<file path="src/rtl/fifo_thr_pkg.sv">
package fifo_thr_pkg;

  // Qualified operations for one cycle.
  typedef struct packed {
    logic wr;
    logic rd;
    logic clr;
  } fifo_op_t;

  function automatic int unsigned cnt_bits(input int unsigned depth);
    return $clog2(depth + 1);
  endfunction

  function automatic int unsigned ptr_bits(input int unsigned depth);
    return (depth > 1) ? $clog2(depth) : 1;
  endfunction

endpackage

</file>
<file path="src/rtl/fifo_thr_ctrl.sv">
module fifo_thr_ctrl
  import fifo_thr_pkg::*;
#(
  parameter int unsigned DEPTH = 4,
  localparam int unsigned PTR_W = ptr_bits(DEPTH),
  localparam int unsigned CNT_W = cnt_bits(DEPTH)
) (
  input  logic             clk_i,
  input  logic             rst_ni,
  input  logic             push_i,
  input  logic             pop_i,
  input  logic             flush_i,
  output fifo_op_t         op_o,
  output logic [PTR_W-1:0] wr_ptr_o,
  output logic [PTR_W-1:0] rd_ptr_o,
  output logic [CNT_W-1:0] cnt_o
);

  localparam logic [PTR_W-1:0] LAST_PTR = PTR_W'(DEPTH - 1);
  localparam logic [CNT_W-1:0] DEPTH_C  = CNT_W'(DEPTH);

  logic [PTR_W-1:0] wr_ptr_q, rd_ptr_q;
  logic [CNT_W-1:0] cnt_q;
  logic             is_full, is_empty;

  function automatic logic [PTR_W-1:0] ptr_inc(input logic [PTR_W-1:0] p);
    return (p == LAST_PTR) ? '0 : p + PTR_W'(1);
  endfunction

  assign is_full  = (cnt_q == DEPTH_C);
  assign is_empty = (cnt_q == '0);

  // Flush wins; requests that cannot be served are dropped.
  always_comb begin
    op_o.clr = flush_i;
    op_o.wr  = push_i & ~is_full  & ~flush_i;
    op_o.rd  = pop_i  & ~is_empty & ~flush_i;
  end

  always_ff @(posedge clk_i or negedge rst_ni) begin
    if (!rst_ni) begin
      wr_ptr_q <= '0;
      rd_ptr_q <= '0;
      cnt_q    <= '0;
    end else if (op_o.clr) begin
      wr_ptr_q <= '0;
      rd_ptr_q <= '0;
      cnt_q    <= '0;
    end else begin
      if (op_o.wr) wr_ptr_q <= ptr_inc(wr_ptr_q);
      if (op_o.rd) rd_ptr_q <= ptr_inc(rd_ptr_q);
      unique case ({op_o.wr, op_o.rd})
        2'b10:   cnt_q <= cnt_q + CNT_W'(1);
        2'b01:   cnt_q <= cnt_q - CNT_W'(1);
        default: cnt_q <= cnt_q;
      endcase
    end
  end

  assign wr_ptr_o = wr_ptr_q;
  assign rd_ptr_o = rd_ptr_q;
  assign cnt_o    = cnt_q;

endmodule

</file>
<file path="src/rtl/fifo_thr_store.sv">
module fifo_thr_store
  import fifo_thr_pkg::*;
#(
  parameter int unsigned DATA_W = 64,
  parameter int unsigned DEPTH  = 4,
  localparam int unsigned PTR_W = ptr_bits(DEPTH)
) (
  input  logic              clk_i,
  input  logic              rst_ni,
  input  logic              wr_i,
  input  logic [PTR_W-1:0]  wr_ptr_i,
  input  logic [DATA_W-1:0] wdata_i,
  input  logic [PTR_W-1:0]  rd_ptr_i,
  output logic [DATA_W-1:0] rdata_o
);

  logic [DATA_W-1:0] mem_q [DEPTH];

  for (genvar e = 0; e < DEPTH; e++) begin : g_entry
    always_ff @(posedge clk_i or negedge rst_ni) begin
      if (!rst_ni) begin
        mem_q[e] <= '0;
      end else if (wr_i && (wr_ptr_i == PTR_W'(e))) begin
        mem_q[e] <= wdata_i;
      end
    end
  end

  // Show-ahead: head is read without a register stage.
  assign rdata_o = mem_q[rd_ptr_i];

endmodule

</file>
<file path="src/rtl/fifo_thr_flags.sv">
module fifo_thr_flags
  import fifo_thr_pkg::*;
#(
  parameter int unsigned DEPTH      = 4,
  parameter int unsigned AFULL_LVL  = DEPTH,
  parameter int unsigned AEMPTY_LVL = 1,
  localparam int unsigned CNT_W = cnt_bits(DEPTH)
) (
  input  logic [CNT_W-1:0] cnt_i,
  output logic             full_o,
  output logic             empty_o,
  output logic             afull_o,
  output logic             aempty_o
);

  localparam logic [CNT_W-1:0] DEPTH_C = CNT_W'(DEPTH);
  localparam logic [CNT_W-1:0] HI_C    = CNT_W'(AFULL_LVL);
  localparam logic [CNT_W-1:0] LO_C    = CNT_W'(AEMPTY_LVL);

  assign full_o   = (cnt_i == DEPTH_C);
  assign empty_o  = (cnt_i == '0);
  assign afull_o  = (cnt_i >= HI_C);
  assign aempty_o = (cnt_i <= LO_C);

endmodule

</file>
<file path="src/rtl/fifo_thr.sv">
module fifo_thr
  import fifo_thr_pkg::*;
#(
  parameter int unsigned DATA_W     = 64,
  parameter int unsigned DEPTH      = 4,
  parameter int unsigned AFULL_LVL  = DEPTH,
  parameter int unsigned AEMPTY_LVL = 1
) (
  input  logic              clk_i,
  input  logic              rst_ni,
  input  logic              push_i,
  input  logic [DATA_W-1:0] push_data_i,
  input  logic              pop_i,
  input  logic              flush_i,
  output logic [DATA_W-1:0] pop_data_o,
  output logic              full_o,
  output logic              empty_o,
  output logic              afull_o,
  output logic              aempty_o
);

  localparam int unsigned PTR_W = ptr_bits(DEPTH);
  localparam int unsigned CNT_W = cnt_bits(DEPTH);

  fifo_op_t         op;
  logic [PTR_W-1:0] wr_ptr, rd_ptr;
  logic [CNT_W-1:0] occ_cnt;

  fifo_thr_ctrl #(.DEPTH(DEPTH)) u_ctrl (
    .clk_i    (clk_i),
    .rst_ni   (rst_ni),
    .push_i   (push_i),
    .pop_i    (pop_i),
    .flush_i  (flush_i),
    .op_o     (op),
    .wr_ptr_o (wr_ptr),
    .rd_ptr_o (rd_ptr),
    .cnt_o    (occ_cnt)
  );

  fifo_thr_store #(.DATA_W(DATA_W), .DEPTH(DEPTH)) u_store (
    .clk_i    (clk_i),
    .rst_ni   (rst_ni),
    .wr_i     (op.wr),
    .wr_ptr_i (wr_ptr),
    .wdata_i  (push_data_i),
    .rd_ptr_i (rd_ptr),
    .rdata_o  (pop_data_o)
  );

  fifo_thr_flags #(
    .DEPTH(DEPTH), .AFULL_LVL(AFULL_LVL), .AEMPTY_LVL(AEMPTY_LVL)
  ) u_flags (
    .cnt_i    (occ_cnt),
    .full_o   (full_o),
    .empty_o  (empty_o),
    .afull_o  (afull_o),
    .aempty_o (aempty_o)
  );

endmodule

</file>
<file path="config.mk">
export PLATFORM = sky130hd
export DESIGN_NAME = fifo_thr
export DESIGN_NICKNAME = d
export VERILOG_FILES = /design/src/rtl/fifo_thr_pkg.sv /design/src/rtl/fifo_thr_ctrl.sv /design/src/rtl/fifo_thr_store.sv /design/src/rtl/fifo_thr_flags.sv /design/src/rtl/fifo_thr.sv
export SDC_FILE = /design/constraint.sdc
export NUM_CORES = 1
export LEC_CHECK = 0
export ABC_AREA = 1
export BUFFER_PORTS_ARGS = -buffer_cell sky130_fd_sc_hd__buf_2
export CORE_ASPECT_RATIO = 2
export CORE_MARGIN = 2
export CORE_UTILIZATION = 59
export CTS_CLUSTER_SIZE = 40
export DETAILED_ROUTE_END_ITERATION = 8
export GPL_TIMING_DRIVEN = 0
export PLACE_DENSITY_LB_ADDON = 0.15
export SLEW_MARGIN = 40
export SYNTH_ARGS = -nofsm -noshare
export SYNTH_HDL_FRONTEND = slang
export SYNTH_SLANG_ARGS = --single-unit
</file>
<file path="constraint.sdc">
create_clock -name clk_i -period 2.5 [get_ports clk_i]
set_clock_uncertainty 0.2 [all_clocks]
set_input_delay 0.125 -clock clk_i [delete_from_list [all_inputs] [get_ports clk_i]]
set_output_delay 0.125 -clock clk_i [all_outputs]
set_load 0.005 [all_outputs]
</file>
==> results of run 1 <==
==> logic make-up after synthesis <==
group / share of synthesized area, %
adder cells (fa/ha/maj): 0.897
AND/OR/NAND/NOR: 21.0
buffers and inverters: 6.82
XOR/XNOR: 0.139
flip-flops: 52.4
AO/OA/AOI/OAI: 18.7
==> final timing paths <==
path,start,end,depth (start not counted),slack [ns]
min in group asynchronous,rst_ni,u_store.mem_q[212],4,0.51
max in group asynchronous,rst_ni,u_store.mem_q[60],5,0.96
hold reg to reg,u_store.mem_q[82],u_store.mem_q[82],2,0.27
hold / removal,push_data_i[47],u_store.mem_q[239],4,0.18
setup reg to reg,u_ctrl.wr_ptr_o[0],u_store.mem_q[51],6,0.36
setup / recovery,u_ctrl.rd_ptr_o[0],pop_data_o[37],7,0.06
==> placed cells by master, fill, tap and decap left out, types with 5 or more instances in the layout <==
| cell | synthesis | routed |
|---|---|---|
| ha_1 | 9 | 9 |
| o21ai_0 | 147 | 143 |
| o21ai_1 | 240 | 244 |
| inv_1 | 13 | 12 |
| clkbuf_16 | 0 | 23 |
| buf_2 | 16 | 142 |
| clkbuf_8 | 0 | 8 |
| nor2_8 | 5 | 5 |
| nand2_1 | 533 | 533 |
| nor2_1 | 130 | 130 |
| clkbuf_1 | 41 | 16 |
| buf_6 | 33 | 41 |
| dlygate4sd3_1 | 0 | 70 |
| dfrtp_1 | 263 | 262 |
| inv_2 | 4 | 5 |
| buf_4 | 14 | 21 |
| clkbuf_2 | 0 | 19 |
| buf_1 | 19 | 18 |
| o22ai_1 | 64 | 61 |
==> cell type report <==
cell class | instances | area, sq um
Sequential cell | 263 | 6580
Multi-Input combinational cell | 1140 | 5140
Clock buffer | 34 | 697
Tap cell | 269 | 337
Buffer | 120 | 888
Inverter | 18 | 75.1
Fill cell | 1672 | 5540
Clock inverter | 8 | 125
Timing Repair Buffer | 213 | 1540
==> flip-flops by register name (all words and copies together) (netlist names) <==
name / cells
u_ctrl.wr_ptr_o: 2
u_ctrl.rd_ptr_o: 2
u_store.mem_q: 256
u_ctrl.cnt_o: 3
==> critical path: stages (launching register included) <==
cell and delay (ns):
dfrtp_2 0.45, buf_4 0.20, inv_2 0.09, buf_8 0.17, buf_4 0.22, nor2_1 0.06
o22ai_1 0.23, buf_2 0.16
==> metrics by stage <==
step | hold slack (ns) | TNS (ns) | util, % | setup WS [ns] | cell area (sq um)
finish | 0.179 | 0 | 73.5 | 0.0561 | 15400
global route | 0.184 | 0 | 73.5 | 0.0189 | 15400
CTS | 0.167 | -0.0418 | 73.1 | -0.0161 | 15300
detailed placement | -0.174 | 0 | 65.5 | 0.121 | 13700
global placement | 0.175 | -957.06 | 64.9 | -3.67 | 13600
floorplan | -0.371 | 0 | - | 0.710 | 12600
==> per-layer routing <==
metal  GRT usage, %  part of all wire (%)
met1           39.6                    35
met2           65.3                    54
met3           3.22                   5.9
met4           19.4                   5.1
met5              0                     0
==> power by group through the flow <==
| stage | registers (mW) | clock network, mW | logic [mW] |
|---|---|---|---|
| 6_report | 6.99 | 3.88 | 6.74 |
| 3_5_place_dp | 7.02 | 0 | 6.30 |
| 3_3_place_gp | 6.93 | 0 | 6.12 |
| 2_1_floorplan | 6.75 | 0 | 3.95 |
| 5_1_grt | 7.16 | 4.06 | 7.49 |
| 4_1_cts | 6.94 | 3.90 | 6.52 |
==> what timing repair did <==
action                                  CTS  global route
hold buffers                             71             0
hold endpoints to repair                526             0
buffers inserted                          0             2
endpoints found under the setup margin   64            66
resized for setup                        32            50
pin swaps                                 2             5
==> metrics.txt, run 1 <==
Hold Violations, Final 0; ys flop type dfrtp_1; Synth top cells by count 533 x nand2_1, 263 x dfrtp_1, 240 x o21ai_1, 147 x o21ai_0, 130 x nor2_1; WS Path Type flop to output pin; register area share after synthesis 52.4%; first-pass GRT wire length approximately 62 mm; drc violations 0; via count roughly 12000; max cap viols 0; Starting Density approximately three fifths; Cell Pwr Density around 1100 nW/um^2; worst min-delay path class input port to flop; EDFF count, synth 0; CTS Root Cell clkbuf_16; Die Height roughly 210 microns; Crit. End Element output pin; post-route minimum period between 2 and 2.5 ns; clk sinks 263; top-count cell post-synth nand2_1; Worst-Margin Slew between 0.6 and 0.7 ns; Final Non-Filler Cells roughly 2100; Internal Power about 11 mW; area grow syn2layout 22.5%; worst skew pair latency between 0.5 and 0.6 ns; top-area cell type share of the netlist area a little over half; clock buffer depth 3; main area contributors after synthesis dfrtp_1 52%, nand2_1 16%, o21ai_1 9.6%; fmax a little over 0.4 GHz; critical path startpoint category flop; synthesized area per cell between 8 and 9 sq um; Net Sw Frac between 30 and 40%; DR iter-0 viols between 700 and 800; CTS tree done; asr flop ratio synth 100%; Global Route Usage Sum between 30% and 40%; Cells after Synth approximately 1500; synth warn 0; Inserted Diodes 0; Max Slew Vio Count 0; vias in the first global route between 10000 and 15000; number of port buffers between 100 and 150; Post-DRT Antenna Nets 0; Die Footprint approximately 23000 sq um; Core ar. ~21000 sq um; clk slew on worst S/H paths ~0.07 ns; DRT Pass-1 Iters 7; WL/cell 19.1 microns; Unique masters post-synth 22; FP Rows 75; final worst-path cycle share between 90% and 100%; #FFs+latches synth approximately 260; RSZ-0062 raised after global routing false; Congestion Overflow GR 0; CP Max Fanout 10; layout cells sized above 1 between 10% and 20%; Clk pwr share a little over a fifth; Pleak a little under 8 nW; Net Switching about 6.6 mW; Chip Width between 100 and 150 microns; status finished, final reports clean; logic gate share of total power 38.3%; pin count of the biggest net entering global routing between 70 and 80; Rel. slew slack 54.3%; Synth Net Count around 1600; maximum vdd ir drop between 0.8 and 0.9 mV; GPL Wtd Cong between 0.9 and 1; Synth area leader dfrtp_1; H-tree levels 1; DP HPWL 26.8 mm; Placed Cells just under 2000; Worst EP required ~2.2 ns; Avg Vias per Cell roughly 5.8; Ports 137; nets between 1500 and 2000; Setup violations, final 0; CP Data Arrival Time between 2 and 2.5 ns; Pwr Total approximately 18 mW; initial antenna violation count 0; Routed WL 39.3 mm; Post-Syn Area between 10000 and 15000 sq um; clock buffer count from CTS 23; sequential power share roughly 40%
(Power assumes the default switching activity.)
==> run 2: changes to the inputs <==
CORE_UTILIZATION = 60   (was 59)
SYNTH_HIERARCHICAL = 1   (was default)
clock period = 2.4 ns   (was 2.5 ns; I/O delays follow)
==> metrics.txt, run 2 <==
nets between 2000 and 2500; clk slew on worst S/H paths roughly 0.070 ns; CP Capture Point u_store/mem_q[125]; FP Rows about 80; Routed WL around 41 mm; Congestion Overflow GR 0; Hold Violations, Final roughly 70; Max Slew Vio Count 0; critical path startpoint category flop; Cell Pwr Density 1170 nW/um^2; Post-Syn Area about 14000 sq um; most frequent cells in the layout 787 x nand2_1, 328 x inv_1, 263 x dfrtp_1; RSZ-0062 raised after global routing true; Top reg by flops u_store/mem_q; fmax about 0.42 GHz; clock buffer depth 3; Rel. slew slack 61.3%; leading cell type in the layout, fill and taps excluded nand2_1; Core ar. approximately 23000 sq um; Net Switching 7.80 mW; area grow syn2layout 19.2%; Die Height between 200 and 250 microns; max reg flops roughly 260; Pleak approximately 9.5 nW; worst hold slack -0.0642 ns; status finished with violations; worst min-delay path class input port to async pin; maximum vdd ir drop approximately 0.8 mV; Synth Net Count about 2000; number of port buffers approximately 140; first-pass GRT wire length approximately 66 mm; Setup violations, final 0; Die Footprint 24300 sq um; WS Path Type flop to flop; GPL Wtd Cong ~0.91; DRT Pass-1 Iters 7; post-layout util between 70% and 80%; CTS tree done; fillers between 1500 and 2000; Clk pwr share 19.9%; Worst EP required approximately 2.6 ns; failing checks negative hold slack; Global Route Usage Sum between 30% and 40%; post-route minimum period 2.35 ns; clock buffer count from CTS 24; CTS Root Cell clkbuf_16; DP HPWL 28.4 mm; worst skew pair latency between 0.5 and 0.6 ns; Avg Vias per Cell 5.43; Cells after Synth around 1900; max cap viols 0; via count about 13000; final worst-path cycle share between 90% and 100%; r2r setup slk between 0.04 and 0.05 ns; drc violations 0; R2R Path Start u_ctrl/cnt_o[0]; WL/cell 16.7 microns; initial antenna violation count 0; reg2reg end u_store/mem_q[125]; Worst-Margin Slew around 0.58 ns; synthesized area per cell slightly above 7 sq um; Post-DRT Antenna Nets 0; CP Data Arrival Time approximately 2.6 ns; CP Max Fanout 10; Starting Density around 61%; synth warn 6; Internal Power 11.4 mW; pin count of the biggest net entering global routing between 70 and 80; vias in the first global route ~13000; DR iter-0 viols around 1100; clk sinks roughly 260; cells on worst reg2reg path 9; Ports around 140; Net Sw Frac 40.5%; H-tree levels 1; origin of the worst setup path u_ctrl/cnt_o[0]; sequential power share 38.0%; Crit. End Element flop; layout cells sized above 1 between 10 and 15%; Chip Width 111 microns; logic gate share of total power between 40 and 50%
## run 2: stage by stage
step	std cells	setup TNS (ns)	cell area (sq um)	power, mW	worst slack, ns
floorplan	1929	0	13800	12.2	0.507
finish	2464	0	16500	19.2	0.0466
detailed placement	2348	0	15000	15.2	0.129
global route	2463	-0.0191	16500	20.6	-0.00906
CTS	2462	0	16400	19.2	0.0238
global placement	2345	-985.62	14900	14.9	-3.79
## run 2: power groups by stage
stage               registers (mW)  clock network [mW]  logic, mW
finish                        7.30                3.82       8.11
global route                  7.49                4.02       9.13
floorplan                     7.07                   0       5.15
global placement              7.24                   0       7.63
detailed placement            7.33                   0       7.86
CTS                           7.26                3.87       8.02
## run 2: layout make-up
cell class              instances  area (sq um)  share of cell area (%)
flip-flops and latches        263          6580                    39.9
multi-input cells            1202          5280                    32.1
repair buffers                210          1480                    9.01
inverters                     333          1260                    7.67
clock buffers                  38           744                    4.52
plain buffers                 131           731                    4.43
well taps                     280           350                    2.13
clock inverters                 6          35.0                   0.213
diodes                          1          2.50                  0.0152
## run 2: what timing repair did
| action | in CTS | in global routing |
|---|---|---|
| pin swaps | 0 | 0 |
| endpoints found under the setup margin | 29 | 22 |
| hold buffers | 70 | 1 |
| gates cloned | 0 | 0 |
| endpoints found under the hold margin | 401 | 1 |
| resized for setup | 7 | 9 |
| buffers inserted | 0 | 0 |
## run 2: worst min-delay path by stage
stage / from / endpoint / slack (ns) / cells after the start
3_3_place_gp: push_data_i[62] / u_store/mem_q[62] / 0.20 / 3
3_5_place_dp: rst_ni / u_store/mem_q[15] / -0.07 / 1
2_1_floorplan: rst_ni / u_ctrl/cnt_o[0] / -0.38 / 0
4_1_cts: rst_ni / u_store/mem_q[15] / -0.02 / 2
5_1_grt: rst_ni / u_store/mem_q[15] / 0.004 / 2
6_report: rst_ni / u_store/mem_q[15] / -0.06 / 2
## run 2: worst max-delay path: stages, from the launching register on
cell and delay [ns]:
dfrtp_1 0.44, nor2_2 0.10, nand2_2 0.09, nand2_4 0.10, nor2_1 0.21, buf_4 0.21
nand3_2 0.36, buf_2 0.36, nand2_1 0.09, nand2_1 0.06
## run 2: layer usage
metal	part of all wire (%)	vias to the layer above	GRT usage, %
met5	0	-	0
met4	6.3	0	20.8
met3	5.3	160	3.44
met2	54	525	62.8
met1	35	6303	36.6
li1	-	6392	-
==> run 3: changes to the inputs <==
BUFFER_PORTS_ARGS = -buffer_cell sky130_fd_sc_hd__buf_4   (was -buffer_cell sky130_fd_sc_hd__buf_2)
==> metrics.txt, run 3 (synthesized netlist as in run 2, its figures left out) <==
first-pass GRT wire length between 60 and 70 mm; Core ar. roughly 23000 sq um; drc violations 0; nets around 2200; Top reg by flops u_store/mem_q; WL/cell between 15 and 20 microns; Post CTS Setup Buffer Count 0; clock buffer count from CTS 25; Post-DRT Antenna Nets 0; DP HPWL 28.5 mm; Inserted Diodes 0; final worst-path cycle share a little over nine tenths; Avg Vias per Cell ~5.5; DR iter-0 viols 942; fmax between 0.4 and 0.5 GHz; DP Area roughly 15000 sq um; max reg flops around 260; clock buffer depth 3; Pleak 9.64 nW; via count ~13000; RSZ-0062 raised after global routing true; post-route minimum period around 2.4 ns; Max Slew Vio Count 0; Worst-Margin Slew 0.550 ns; layout cells sized above 1 between 10 and 15%; DRT Pass-1 Iters 5; most frequent cells in the layout 787 x nand2_1, 328 x inv_1, 263 x dfrtp_1; initial antenna violation count 0; Congestion Overflow GR 0; Crit. End Element output pin; CP Max Fanout 10; pin count of the biggest net entering global routing 65; maximum vdd ir drop just over 1 mV; fillers ~1800; critical path startpoint category flop; Hold Violations, Final 0; Starting Density between 60% and 70%; clk slew on worst S/H paths 0.06 ns; Global Route Usage Sum roughly a third; clk sinks 263; CTS tree done; Rel. slew slack approximately 63%; worst skew pair latency between 0.5 and 0.6 ns; Cell Pwr Density 1190 nW/um^2; final instance area 16900 sq um; worst min-delay path class input port to flop; leading cell type in the layout, fill and taps excluded nand2_1; Ports 137; WS Path Type flop to output pin; Chip Width roughly 110 microns; Worst EP required 2.08 ns; number of port buffers ~140; Die Height approximately 220 microns; status finished, final reports clean; area grow syn2layout 22.3%; H-tree levels 1; CP Data Arrival Time 2.05 ns; Routed WL 41.7 mm; GPL Wtd Cong approximately 0.89; Setup violations, final 0; vias in the first global route between 10000 and 15000; setup tns final 0 ns; CTS Root Cell clkbuf_16; max cap viols 0; Die Footprint 24300 sq um; FP Rows 78
-- run 3: final timing paths --
kind	start	to	slack (ns)	depth (start not counted)
min reg2reg	u_store/mem_q[123]	u_store/mem_q[123]	0.27	2
max in group asynchronous	rst_ni	u_store/mem_q[48]	0.51	6
max reg2reg	u_ctrl/cnt_o[0]	u_store/mem_q[55]	0.15	10
min	push_data_i[54]	u_store/mem_q[246]	0.19	4
min in group asynchronous	rst_ni	u_store/mem_q[10]	0.45	4
max	u_ctrl/rd_ptr_o[0]	pop_data_o[9]	0.03	7
-- run 3: critical path, cell delays in order, from the launching register on --
cell     delay [ns]
dfrtp_1        0.44
inv_1          0.10
buf_4          0.26
buf_2          0.29
nand2_1        0.10
nand3_1        0.10
nand2_1        0.09
buf_4          0.14
-- run 3: timing repair --
action / CTS / global route
cloned: 0 / 0
setup endpoints to repair: 42 / 68
gates resized for setup: 7 / 18
hold endpoints to repair: 403 / 0
hold buffers: 72 / 0
-- run 3: layout make-up --
cell class              count  area, sq um  share of cell area, %
well taps                 280          350                   2.07
multi-input cells        1202         5290                   31.3
inverters                 333         1260                   7.47
flip-flops and latches    263         6580                   38.9
plain buffers             131          747                   4.42
clock inverters             5          100                  0.592
clock buffers              37          711                   4.20
repair buffers            212         1870                   11.1
-- run 3: per-layer routing --
metal | GRT usage (%) | share of wire (%)
met1 | 36.7 | 35
met2 | 62.7 | 53
met3 | 3.80 | 5.5
met4 | 24.0 | 6.5
met5 | 0 | 0
-- run 3: stage by stage --
stage	power (mW)	instances	util, %	hold WS (ns)	setup slack (ns)
finish	20.1	2463	74.7	0.188	0.0318
global route	21.5	2463	74.7	0.207	-0.00473
CTS	20.0	2463	74.5	0.175	0.0201
detailed placement	15.7	2349	67.6	-0.202	0.224
global placement	15.4	2345	67.1	0.187	-1.21
floorplan	12.2	1929	-	-0.376	0.507
-- run 3: power breakdown --
group,internal [mW],switching [mW]
clock,2.36,1.70
sequential,6.26,1.04
combinational,3.56,5.16
total,12.2,7.91
